**config.mk**
```make
export PLATFORM = sky130hd
export DESIGN_NAME = sine_dds_pps
export DESIGN_NICKNAME = d
export VERILOG_FILES = /design/src/rtl/sine_dds_pps.sv
export SDC_FILE = /design/constraint.sdc
export NUM_CORES = 1
export LEC_CHECK = 0
export BUFFER_PORTS_ARGS = -buffer_cell sky130_fd_sc_hd__buf_4
export CORE_ASPECT_RATIO = 2
export CORE_MARGIN = 3
export CORE_UTILIZATION = 59
export DETAILED_ROUTE_END_ITERATION = 10
export PLACE_DENSITY = 0.77
export SLEW_MARGIN = 20
export SYNTH_ARGS = -nofsm -noshare
export SYNTH_HDL_FRONTEND = slang
export SYNTH_SLANG_ARGS = --single-unit
```
**constraint.sdc**
```tcl
create_clock -name clk -period 5.05 [get_ports clk]
set_input_delay 0.7575 -clock clk [delete_from_list [all_inputs] [get_ports clk]]
set_output_delay 0.7575 -clock clk [all_outputs]
set_load 0.005 [all_outputs]
```
**src/rtl/sine_dds_pps.sv**
```systemverilog
module sine_dds_pps #(
  parameter int CLK_DIV  = 256,
  parameter int STEP_NUM = 6144,
  parameter int STEP_DEN = 15625,
  parameter int PHASE_W  = 8,
  parameter int SAMPLE_W = 8,
  parameter int MID      = 127,
  parameter int AMP      = 126
) (
  input  logic                clk,
  input  logic                rst_n,
  input  logic                pps_i,
  output logic [SAMPLE_W-1:0] sample_o,
  output logic                sample_valid_o,
  output logic [PHASE_W-1:0]  phase_o,
  output logic                lock_o
);
  localparam int TBL_N = 1 << PHASE_W;
  localparam int DIV_W = (CLK_DIV > 1) ? $clog2(CLK_DIV) : 1;
  localparam int ACC_W = $clog2(STEP_DEN) + 2;

  typedef logic [SAMPLE_W-1:0] tbl_t [TBL_N];

  function automatic tbl_t build_sine();
    tbl_t t;
    for (int i = 0; i < TBL_N; i++)
      t[i] = SAMPLE_W'($rtoi(real'(MID) + real'(AMP) *
             $sin(2.0 * 3.14159265358979 * real'(i) / real'(TBL_N)) + 0.5));
    return t;
  endfunction

  localparam tbl_t SINE = build_sine();

  logic [DIV_W-1:0]        div_q;
  logic [1:0]              sync_q;
  logic                    pps_prev_q;
  logic signed [ACC_W-1:0] acc_q;
  logic signed [ACC_W-1:0] acc_sub;
  logic                    tick, wrap, pps_edge, at_zero;
  logic [PHASE_W-1:0]      phase_adv, phase_nxt;

  assign tick      = (div_q == DIV_W'(CLK_DIV - 1));
  assign acc_sub   = acc_q - ACC_W'(STEP_NUM);
  assign wrap      = acc_sub[ACC_W-1];
  assign phase_adv = phase_o + PHASE_W'(wrap);
  assign pps_edge  = sync_q[1] & ~pps_prev_q;
  assign at_zero   = (phase_adv == '0);

  always_comb begin
    phase_nxt = phase_adv;
    if (pps_edge && !at_zero)
      phase_nxt = phase_adv[PHASE_W-1] ? phase_adv + 1'b1 : phase_adv - 1'b1;
  end

  always_ff @(posedge clk) begin
    if (!rst_n) begin
      div_q          <= '0;
      sync_q         <= '0;
      pps_prev_q     <= 1'b1;
      acc_q          <= '0;
      phase_o        <= '0;
      sample_o       <= SAMPLE_W'(MID);
      sample_valid_o <= 1'b0;
      lock_o         <= 1'b0;
    end else begin
      div_q          <= tick ? '0 : div_q + 1'b1;
      sync_q         <= {sync_q[0], pps_i};
      sample_valid_o <= tick;
      if (tick) begin
        sample_o   <= SINE[phase_o];
        acc_q      <= wrap ? acc_sub + ACC_W'(STEP_DEN) : acc_sub;
        phase_o    <= phase_nxt;
        pps_prev_q <= sync_q[1];
        if (pps_edge) lock_o <= at_zero;
      end
    end
  end
endmodule

```
* Yosys cells after proc, flatten, opt, wreduce, memory -nomap -nowiden *
Memories as Yosys holds them, arrays and structs flattened. A register that Yosys moved wholly into a read port is not among the register bits.
Index checks and enable logic that the tools add are counted.

operators by class
  multiply operators = 0
  order comparisons = 0
  mux-type cells = 3
  reduce and logical (&&, ||, !) cells = 6
  shift operators = 0
  add/sub/neg operators = 6
  equality and inequality tests = 1
  divide/modulo/power cells = 0
  bitwise gates (word level) = 4

operator list
  operator                                             count
  adder 16 x 15 -> 16 bit, second input constant       1
  adder 8 x 1 -> 8 bit, second input constant          2
  2-to-1 mux 16 bit                                    1
  2-to-1 mux 8 bit                                     2
  subtractor 16 x 14 -> 16 bit, second input constant  1
  NOT 8 -> 9 bit                                       1
  adder 8 x 1 -> 8 bit                                 1
  equality test 8 bit, second input constant           1
  logical NOT 8 bit                                    1
  subtractor 8 x 1 -> 8 bit, second input constant     1
  logical NOT 1 bit                                    2
  NOT 1 bit                                            2
  AND reduction 2 bit                                  1
  OR reduction 2 bit                                   1
  AND 1 bit                                            1
  logical AND 1 bit                                    1

storage, ports and cells
  output and inout bits = 18
  bits in read-only memories = 2048
  bits in latches = 0
  logic and storage cells = 28
  input bits = 3
  memories kept = 1
  register bits = 37
  RAM bits = 0

memories
  name              depth  bits a word  read ports  clocked after memory_dff  write ports  line  source
  (name not given)  256    8            1           1                         0            70    sample_o <= SINE[phase_o];

* Depth between registers and ports, before layout *
Gate-level depths: netlist of the first run.

  word-level depth = 6
  mapped depth = 18

* Worst setup path before layout of the first run *
OpenSTA, ideal clock, no wires.

  kind = register -> register
  start point = register acc_q[11]
  end point = register phase_o[4]
  setup slack = 1.545 ns
  arrival = 3.425 ns
  period minus slack after synthesis = 3.505 ns
  cell stages (with the launch flop) = 17
  buffers on the path = 1
  cell sequence = dfxtp_1 ha_1 nor3_1 xnor2_1 inv_1 ha_1 ha_1 clkbuf_1 xnor2_1 ha_1 nor3_1 o22ai_1 or2_2 o21ai_0 a2bb2oi_1 or4_1 o211ai_1

between the ends
  cells in the longest elaborated chain, start to end = 6
  elaborated cells between the ends (all ways) = 9
  classes of those cells = 4 x add/sub; 2 x mux; 3 x reduce/logical

RTL lines
  element                                                            line  source
  start, declared                                                    37    logic signed [ACC_W-1:0] acc_q;
  start signal, assigned                                             71    acc_q <= wrap ? acc_sub + ACC_W'(STEP_DEN) : acc_sub;
  subtractor 16 x 14 -> 16 bit *                                     43    assign acc_sub = acc_q - ACC_W'(STEP_NUM);
  adder 8 x 1 -> 8 bit *                                             45    assign phase_adv = phase_o + PHASE_W'(wrap);
  branches (longest 3 deep; another with subtractor 8 x 1 -> 8 bit)  n/a
  2-to-1 mux 8 bit *                                                 51    if (pps_edge && !at_zero)
  end signal, assigned                                               72    phase_o <= phase_nxt;
  end, declared                                                      15    output logic [PHASE_W-1:0] phase_o,

Mark *: on every way between the ends.
A chain may end at the register's enable or synchronous reset.

* Worst setup path in the final report of the first run *
Ends and elaborated chain as after synthesis.

==> flow_metrics.tcl, run 1 <==
set metrics [dict create \
    required_ns 5.26 \
    r2r_start "acc_q[11]" \
    critical_path.most_common_cell "ha_1" \
    period_minus_slack_ns 4.05 \
    clock.fmax_mhz 247 \
    hp-class "flop to flop" \
    worstPathArrival_ns 4.26 \
    rsz0062_at_grt "no" \
    netlist.area_leader.share_pct 19.5 \
    cts_buffers 5 \
    grt.total_usage_pct 34.4 \
    postRouteWirelength_um 14900 \
    yosysMostFrequentCell "nand2_1" \
    skew_ns 0.0101 \
    yosysWarnings 0 \
    ys_types 76 \
    leakagePower_uw 0.00172 \
    min_period_over_period_pct 80.2 \
    synthTopCellsByCount "nand2_1, a21oi_1, nor2_1" \
    cellPowerDensity_nw_per_um2 144 \
    slowest_delay_ns 0.48 \
    placed_area_um2 4730 \
    comb_power_share_pct 1.7 \
    drc 0 \
    netSwitchingFraction_pct 22.2 \
    antennaDiodeCount 0 \
    clock-sinks 45 \
    cp_top_family "simple AND/OR/NAND/NOR gates" \
    ios 21 \
    finalSetupTns_ns 0 \
    synth_area_leader_cell "dfxtp_1" \
    max_slew.worst_pin.slew_ns 0.928 \
    yosys_register_bits 45 \
    via_per_inst 6.93 \
    final_area_um2 4880 \
    switching_power_uw 156 \
    status "completed" \
    max_slew_margin_pct 38.1 \
    path_cells "ha_1, nor3_1, xnor2_1, inv_1, ha_1, nand3_2, or3_1, nand2_2, xnor2_1, ha_1, nor3_1, o22ai_1, or2_2, o21ai_0, a2bb2oi_1, or4_1, o211ai_1" \
    core_um2 7600 \
    dr_total_vias 5015 \
    cp-end-kind "flop" \
    antenna_found_initial 0 \
    first_pass_iters 5 \
    final_util_pct 64.2 \
    dieArea_um2 8990 \
    syn_inst 642 \
    clkPwrFrac_pct 47.2 \
    ir_drop_v 0.000119 \
    syn_avg_cell_area_um2 7.20 \
    place.port_buffers 20 \
    grt_start_max_net_pins 68 \
    crit_path_max_fanout 13 \
    cts_tree "done" \
    hold_path.startpoint "div_q[0]" \
    finalNonFillerCells 724 \
    gr-total-overflow 0 \
    synthTopCellsByArea "dfxtp_1, ha_1, nand2_1" \
    internal-power_uw 548 \
    cp_num_buf_inv 1 \
    placementRows 45 \
    clkTransAtPathRegs_ns 0.07 \
    crit_type "flop to flop" \
    cts_root_buffer "clkbuf_16" \
    seqPwrFrac_pct 51.1 \
    first_iter_violations 475 \
    synth_nets 666 \
    cts_resized 0 \
    hold_viol 0 \
    async_flop_share_pct 0 \
    grt_pass1_wl_um 23600 \
    setup_viol 0 \
    crit_slowest_cell "or3_1" \
    postCtsSetupBuffers 0 \
    synth_flop_cell "dfxtp_1" \
    n_fill_cell 698 \
    holdPathStages 1 \
    synth_edf_count 0 \
    fin_nets 653 \
    worstRegToRegCells 17 \
    dpl.hpwl_um 10800 \
    avgRoutedWirePerCell_um 20.6 \
    placed_cells 716 \
    rr_endpoint "phase_o[4]" \
    cts_hold_buf 0 \
    max-cap-violations 0 \
    reg2reg_slack_ns 1.00 \
    worst_setup_path_start_kind "flop" \
    clkLatencyLatePin_ns 0.29 \
    cts_max_path_buffers 2 \
    ant_nets 0 \
    grt_pass1_vias 4646 \
    holdPathEnd "div_q[0]" \
    dieHeight_um 131 \
    gp_congestion 1.02 \
    layout-drive-gt1-share_pct 10.0 \
    htreeDepth 2 \
    slew_viol_final 0 \
    netlist_area_um2 4620 \
    syn2layout_area_growth_pct 5.63 \
    synth-seq-area-share_pct 19.5 \
    die_w_um 68.6 \
    initial_core_util_pct 60.8 \
]
-- worst max-delay path by stage --
stage                          from         end  slack, ns  cells after the start
after global routing      acc_q[11]  phase_o[4]       0.64                     17
after CTS                 acc_q[11]  phase_o[4]       1.01                     17
after detailed placement  acc_q[11]  phase_o[4]       1.03                     17
after global placement    acc_q[11]  phase_o[4]       1.17                     17
final                     acc_q[11]  phase_o[4]       1.00                     17
after floorplan           acc_q[11]  phase_o[4]       1.54                     16
-- flip-flops by register name, summed over array words and instances (netlist names) --
| register | flops |
|---|---|
| div_q | 8 |
| lock_o | 1 |
| phase_o | 8 |
| pps_prev_q | 1 |
| sample_valid_o | 1 |
| sync_q | 2 |
| acc_q | 16 |
| sample_o | 8 |
-- final cells by class --
class                      instances  area [um^2]  share of cell area [%]
clock buffer                       5          125                    2.56
clock inverter                     3         25.0                   0.513
inverter                          19         71.3                    1.46
multi-input combinational        526         3400                    69.6
sequential                        45          905                    18.5
tap                               94          118                    2.41
timing repair buffer              32          240                    4.92
-- metrics by stage --
step / hold slack [ns] / worst slack (ns) / total power (uW)
after floorplan: 0.412 / 1.54 / 376
after global placement: 0.430 / 1.17 / 380
after detailed placement: 0.427 / 1.03 / 380
after CTS: 0.448 / 1.01 / 708
after global routing: 0.461 / 0.636 / 726
final: 0.445 / 1.00 / 704
-- layout by cell type, fill, tap and decap left out, types with 3 or more instances in the layout --
| cell type | count |
|---|---|
| xor2_1 | 11 |
| nand4_1 | 6 |
| a211o_1 | 6 |
| o31ai_1 | 6 |
| o21ai_1 | 3 |
| ha_1 | 21 |
| a31oi_1 | 9 |
| a21oi_1 | 50 |
| a21o_1 | 5 |
| and3_1 | 5 |
| nor4_1 | 3 |
| o21ai_0 | 47 |
| nand3b_1 | 4 |
| mux2i_1 | 7 |
| a221oi_1 | 4 |
| nand2_1 | 69 |
| o32ai_1 | 3 |
| clkbuf_16 | 5 |
| o311ai_1 | 3 |
| a311oi_1 | 9 |
| and2_1 | 20 |
| nand3_1 | 25 |
| o21a_1 | 7 |
| o211ai_1 | 12 |
| nor2b_1 | 16 |
| xnor2_1 | 21 |
| inv_1 | 16 |
| nand2b_1 | 12 |
| buf_4 | 32 |
| dfxtp_1 | 42 |
| a2bb2oi_1 | 3 |
| o221ai_1 | 5 |
| a21boi_0 | 7 |
| nor3_1 | 14 |
| a211oi_1 | 16 |
| a2111oi_0 | 3 |
| dfxtp_2 | 3 |
| or3_1 | 4 |
| nor2_1 | 48 |
-- routing by layer --
metal  wire length, um  vias to the layer above  track usage [%]  part of all wire, %
met3              1020                      105             3.51                  6.9
met2              7280                      299             54.9                   49
met5                 0                        -                0                    0
met1              5100                     2277             38.5                   34
met4              1500                        0             29.0                   10
li1                  -                     2334                -                    -
-- cells by family (layout without fill, tap and decap cells) --
kind of cell             after synthesis  in the layout  synth area share [%]
multiplexers                           9              9                  2.49
buffers and inverters                 71             59                  6.99
flip-flops                            45             45                  19.5
adder cells (fa/ha/maj)               21             21                  5.69
XOR/XNOR                              33             33                  6.42
AO/OA/AOI/OAI                        223            223                  33.0
AND/OR/NAND/NOR                      240            240                  26.0
-- power groups by stage --
stage | clock network (uW) | registers (uW) | logic, uW
floorplan | 0 | 367 | 8.47
global placement | 0 | 368 | 12.1
detailed placement | 0 | 368 | 12.4
CTS | 336 | 360 | 12.4
global route | 353 | 360 | 13.7
finish | 332 | 360 | 12.3
Note: power is estimated with default switching activity, not from simulation.
==> run 2: changes to the inputs <==
==> constraint.sdc (replaced) <==
create_clock -name clk -period 4 [get_ports clk]
set_input_delay 0.6 -clock clk [delete_from_list [all_inputs] [get_ports clk]]
set_output_delay 0.6 -clock clk [all_outputs]
set_load 0.005 [all_outputs]
==> run 2 against run 1 <==
Compared with the run above: sequential share of layout area is 0.25 points lower; critical endpoint unchanged; register-to-register slack worse by 0.73 ns; clock-buffer cell count stayed put; total power is 27% higher; largest cell class unchanged.
==> flow_metrics.tcl, run 2 (same netlist as run 1, synthesis figures left out) <==
set metrics [dict create \
    status "completed" \
    whs_ns 0.456 \
    switching_power_uw 201 \
    finalSetupTns_ns 0 \
    dpl.hpwl_um 11100 \
    comb_power_share_pct 1.7 \
    clkLatencyLatePin_ns 0.29 \
    first_iter_violations 413 \
    cellPowerDensity_nw_per_um2 180 \
    multi_input_area_um2 3420 \
    crit_type "flop to flop" \
    regArea_um2 906 \
    dieArea_um2 8990 \
    crit_path_max_fanout 7 \
    gr-total-overflow 0 \
    worstPathArrival_ns 3.93 \
    via_per_inst 6.97 \
    layout_commonest_cell "nand2_1" \
    ios 21 \
    core_um2 7600 \
    cts_max_path_buffers 2 \
    period_minus_slack_ns 3.72 \
    die_w_um 68.6 \
    rsz0062_at_grt "no" \
    required_ns 4.21 \
    setup_viol 0 \
    avgRoutedWirePerCell_um 21.1 \
    slew_viol_final 0 \
    largest_reg_flops 16 \
    cp-end-kind "flop" \
    placed_cells 723 \
    layout-drive-gt1-share_pct 11.6 \
    worst_setup_path_start_kind "flop" \
    htreeDepth 2 \
    placementRows 45 \
    cts_buffers 5 \
    hold_path.startpoint "div_q[0]" \
    clock-sinks 45 \
    clkPwrFrac_pct 47.5 \
    antenna_found_initial 0 \
    finalNonFillerCells 731 \
    fin_ws_ns 0.276 \
    drc 0 \
    ant_nets 0 \
    internal-power_uw 692 \
    grt_pass1_vias 4838 \
    clkTransAtPathRegs_ns 0.07 \
    initial_core_util_pct 60.8 \
    mostFrequentLayoutCells "nand2_1, a21oi_1, nor2_1" \
    skew_ns 0.00437 \
    first_pass_iters 5 \
    worstRegToRegCells 17 \
    clock.fmax_mhz 269 \
    gp_congestion 0.991 \
    syn2layout_area_growth_pct 7.23 \
    reg2reg_slack_ns 0.28 \
    antennaDiodeCount 0 \
    holdPathEnd "div_q[0]" \
    post-place-ws_ns 0.239 \
    max_slew.worst_pin.slew_ns 0.713 \
    fin_nets 660 \
    hp-class "flop to flop" \
    max_slew_margin_pct 51.2 \
    cts_tree "done" \
    cts_root_buffer "clkbuf_16" \
    max-cap-violations 0 \
    r2r_start "acc_q[12]" \
    seqPwrFrac_pct 50.8 \
    rr_endpoint "phase_o[4]" \
    holdPathStages 1 \
    grt_pass1_wl_um 24600 \
    ir_drop_v 0.000142 \
    netSwitchingFraction_pct 22.5 \
    postCtsSetupBuffers 0 \
    n_fill_cell 721 \
    place.port_buffers 20 \
    hold_viol 0 \
    min_period_over_period_pct 93.1 \
    dieHeight_um 131 \
    top_register "acc_q" \
    postRouteWirelength_um 15400 \
    grt.total_usage_pct 35.6 \
    leakagePower_uw 0.00175 \
    grt_start_max_net_pins 66 \
    dr_total_vias 5098 \
]
==> run 2: cell types whose count changed in the layout (fill, tap and decap cells not counted) <==
| cell | previous run | this run |
|---|---|---|
| dfxtp_2 | 3 | 4 |
| dfxtp_1 | 42 | 41 |
| ha_4 | 0 | 1 |
| ha_2 | 0 | 1 |
| nor3_1 | 14 | 13 |
| nor3_2 | 1 | 2 |
| buf_4 | 32 | 39 |
| ha_1 | 21 | 19 |
==> run 2: cell type report <==
class	instances	share of cell area (%)
Clock buffer	5	2.53
Inverter	19	1.44
Multi-Input combinational cell	526	69.0
Sequential cell	45	18.3
Tap cell	94	2.37
Timing Repair Buffer	39	5.91
Clock inverter	3	0.505
==> run 2: worst max-delay path, cell delays in order (launching register included) <==
cell and delay [ns]:
dfxtp_1 0.39, ha_2 0.25, nor3_2 0.05, xnor2_1 0.14, inv_1 0.15, ha_4 0.19, nand3_2 0.12, or3_1 0.45
nand2_2 0.18, xnor2_1 0.09, ha_1 0.25, nor3_1 0.16, o22ai_1 0.13, or2_2 0.34, o21ai_0 0.12, a2bb2oi_1 0.12
or4_1 0.41, o211ai_1 0.09
==> run 2: repair_timing <==
| action | 4_1_cts | 5_1_grt |
|---|---|---|
| setup endpoints to repair | 0 | 2 |
| resized for setup | 0 | 5 |
| hold buffers | 0 | 0 |
==> run 2: power groups by stage <==
| stage | clock [uW] | combinational (uW) | sequential (uW) |
|---|---|---|---|
| detailed placement | 0 | 15.4 | 464 |
| finish | 424 | 15.3 | 454 |
| floorplan | 0 | 10.7 | 464 |
| global route | 443 | 17.5 | 454 |
| CTS | 424 | 15.6 | 454 |
| global placement | 0 | 15.4 | 464 |
==> run 2: per-stage QoR <==
step,power [uW],instance area [um^2],utilization [%]
finish,893,4950,65.2
global route,915,4950,65.2
CTS,894,4930,64.9
detailed placement,479,4780,62.9
global placement,479,4780,62.9
floorplan,474,4620,-
==> run 2: worst max-delay path by stage <==
stage,startpoint,endpoint,slack [ns],cells after the start
final,acc_q[12],phase_o[4],0.28,17
after global routing,acc_q[11],phase_o[4],0.04,17
after CTS,acc_q[11],phase_o[4],0.11,17
after detailed placement,acc_q[11],phase_o[4],0.24,17
after floorplan,acc_q[11],phase_o[4],0.49,16
after global placement,acc_q[11],phase_o[4],0.40,17
==> run 2: per-layer routing <==
metal  GRT usage (%)  share of wire (%)  vias to the layer above
li1                -                  -                     2346
met1            37.8                 34                     2339
met2            57.7                 50                      291
met3            5.82                6.2                      122
met4            29.9                9.6                        0
met5               0                  0                        -
==> run 3: changes to the inputs <==
--- a/config.mk
+++ b/config.mk
@@ -5,6 +5,7 @@
 export SDC_FILE = /design/constraint.sdc
 export NUM_CORES = 1
 export LEC_CHECK = 0
+export ABC_AREA = 1
 export BUFFER_PORTS_ARGS = -buffer_cell sky130_fd_sc_hd__buf_4
 export CORE_ASPECT_RATIO = 2
 export CORE_MARGIN = 3
==> run 3 against run 2 <==
Compared with the run above: die area fell by 12%; sequential power barely moved; register-to-register slack improved by 0.37 ns; highest routed layer unchanged; largest power group unchanged; wire length fell by 1.2%; critical endpoint is now phase_o[6]; sequential cell count did not move; clock power rose by 4%; global-route usage rose by 4.3 points; first-iteration DRC count rose by 54%.
==> flow_metrics.tcl, run 3 <==
set metrics [dict create \
    htreeDepth 2 \
    max_slew_margin_pct 46.4 \
    layout-drive-gt1-share_pct 10.1 \
    crit_type "flop to flop" \
    required_ns 4.24 \
    dieArea_um2 7900 \
    crit_path_start "acc_q[11]" \
    n_fill_cell 618 \
    largest_reg_flops 16 \
    grt_pass1_vias 4731 \
    cts_tree "done" \
    setup_viol 0 \
    cellPowerDensity_nw_per_um2 208 \
    first_iter_violations 635 \
    top_register "acc_q" \
    cts_buffers 5 \
    dpl.hpwl_um 11000 \
    worstPathArrival_ns 3.59 \
    cts_resized 0 \
    rsz0062_at_grt "no" \
    min_period_over_period_pct 83.9 \
    max-cap-violations 0 \
    async_flop_share_pct 0 \
    yosys_register_bits 45 \
    syn_inst 662 \
    yosysMostFrequentCell "nand2_1" \
    synth_edf_count 0 \
    clkTransAtPathRegs_ns 0.07 \
    antenna_found_initial 0 \
    synth-seq-area-share_pct 22.4 \
    fin_nets 697 \
    netlist_area_um2 4020 \
    clock.fmax_mhz 298 \
    reg2reg_slack_ns 0.64 \
    ir_drop_v 0.000337 \
    synth_area_leader_cell "dfxtp_1" \
    worstRegToRegCells 18 \
    synthTopCellsByArea "dfxtp_1, nand2_1, nand3_1" \
    grt.total_usage_pct 40.0 \
    initial_core_util_pct 60.7 \
    die_w_um 64.4 \
    syn2layout_area_growth_pct 8.56 \
    yosysWarnings 0 \
    worst_setup_path_start_kind "flop" \
    leakagePower_uw 0.00207 \
    dieHeight_um 123 \
    gp_congestion 1.03 \
    first_pass_iters 5 \
    dr_total_vias 4830 \
    antennaDiodeCount 0 \
    post-place-ws_ns 0.753 \
    ant_nets 0 \
    drc 0 \
    clkLatencyLatePin_ns 0.29 \
    avgRoutedWirePerCell_um 20.0 \
    skew_ns 0.0103 \
    crit_path_max_fanout 12 \
    place.port_buffers 20 \
    clock-sinks 45 \
    max_slew.worst_pin.slew_ns 0.801 \
    fin_ws_ns 0.645 \
    status "completed" \
    crit_end "phase_o[6]" \
    core_um2 6620 \
    syn_avg_cell_area_um2 6.07 \
    r2r_start "acc_q[11]" \
    slew_viol_final 0 \
    cts_hold_buf 0 \
    synthTopCellsByCount "nand2_1, inv_1, nand3_1" \
    hold_viol 0 \
    cts_root_buffer "clkbuf_16" \
    placementRows 42 \
    gr-total-overflow 0 \
    grt_pass1_wl_um 24100 \
    rr_endpoint "phase_o[6]" \
    cts_max_path_buffers 2 \
    grt_start_max_net_pins 28 \
    via_per_inst 6.34 \
    ios 21 \
    mostFrequentLayoutCells "nand2_1, inv_1, nand3_1" \
    finalSetupTns_ns 0 \
    ys_types 45 \
    period_minus_slack_ns 3.36 \
    synth_flop_cell "dfxtp_1" \
    postCtsSetupBuffers 0 \
    layout_commonest_cell "nand2_1" \
    netlist.area_leader.share_pct 22.4 \
    postRouteWirelength_um 15200 \
    cp-end-kind "flop" \
    hp-class "flop to flop" \
    synth_nets 686 \
]
## run 3: worst min-delay path by stage
stage                     startpoint         to  slack [ns]  cells past startpoint
final                      sync_q[0]  sync_q[1]        0.43                      2
after global routing       sync_q[0]  sync_q[1]        0.45                      2
after CTS                  sync_q[0]  sync_q[1]        0.43                      2
after detailed placement   sync_q[0]  sync_q[1]        0.42                      2
after global placement     sync_q[0]  sync_q[1]        0.40                      2
after floorplan            sync_q[0]  sync_q[1]        0.39                      2
## run 3: where the power goes
group | leakage [uW] | internal (uW) | switching, uW | total (uW)
sequential | 0.000364 | 451 | 2.01 | 453
clock | 0.0000767 | 241 | 199 | 440
combinational | 0.00163 | 4.89 | 11.9 | 16.7
total | 0.00207 | 697 | 213 | 910
## run 3: layer usage
layer  routed length, um  global-route usage (%)
met1                4830                    39.2
met2                7590                    70.6
met3                1220                    7.33
met4                1580                    34.0
met5                   0                       0
## run 3: stage by stage
step	total power, uW	cell area, um^2	hold slack (ns)	utilization [%]	cells
global placement	479	4210	0.398	63.6	754
finish	910	4370	0.432	65.9	762
floorplan	474	4020	0.390	-	662
detailed placement	480	4210	0.416	63.6	754
CTS	907	4370	0.433	65.9	762
global route	922	4370	0.454	65.9	762
## run 3: kinds of logic after synthesis
family | after synthesis | synth area share (%)
compound gates | 129 | 17.9
xor+xnor | 11 | 2.40
fa+ha+maj | 21 | 6.53
buf+inv | 102 | 10.4
flops | 45 | 22.4
simple gates | 354 | 40.4
## run 3: cell type report
type | instances | area (um^2) | area share (%)
clock buffers | 5 | 125 | 2.87
repair buffers | 26 | 195 | 4.47
inverters | 80 | 302 | 6.91
well taps | 88 | 110 | 2.52
flip-flops and latches | 45 | 901 | 20.6
multi-input cells | 515 | 2700 | 61.9
clock inverters | 3 | 28.8 | 0.659
## run 3: critical path: stages, from the launching register on
cell     delay [ns]
dfxtp_1        0.38
ha_1           0.29
nor2_1         0.11
nand2_1        0.07
xnor2_1        0.34
ha_1           0.29
ha_1           0.21
nand4_1        0.12
xor2_1         0.27
ha_1           0.21
nand3_2        0.09
nor2_4         0.14
nand3_2        0.06
nand2_2        0.21
inv_2          0.09
or2_0          0.22
nand3_1        0.09
nand2_1        0.05
nand2_1        0.05
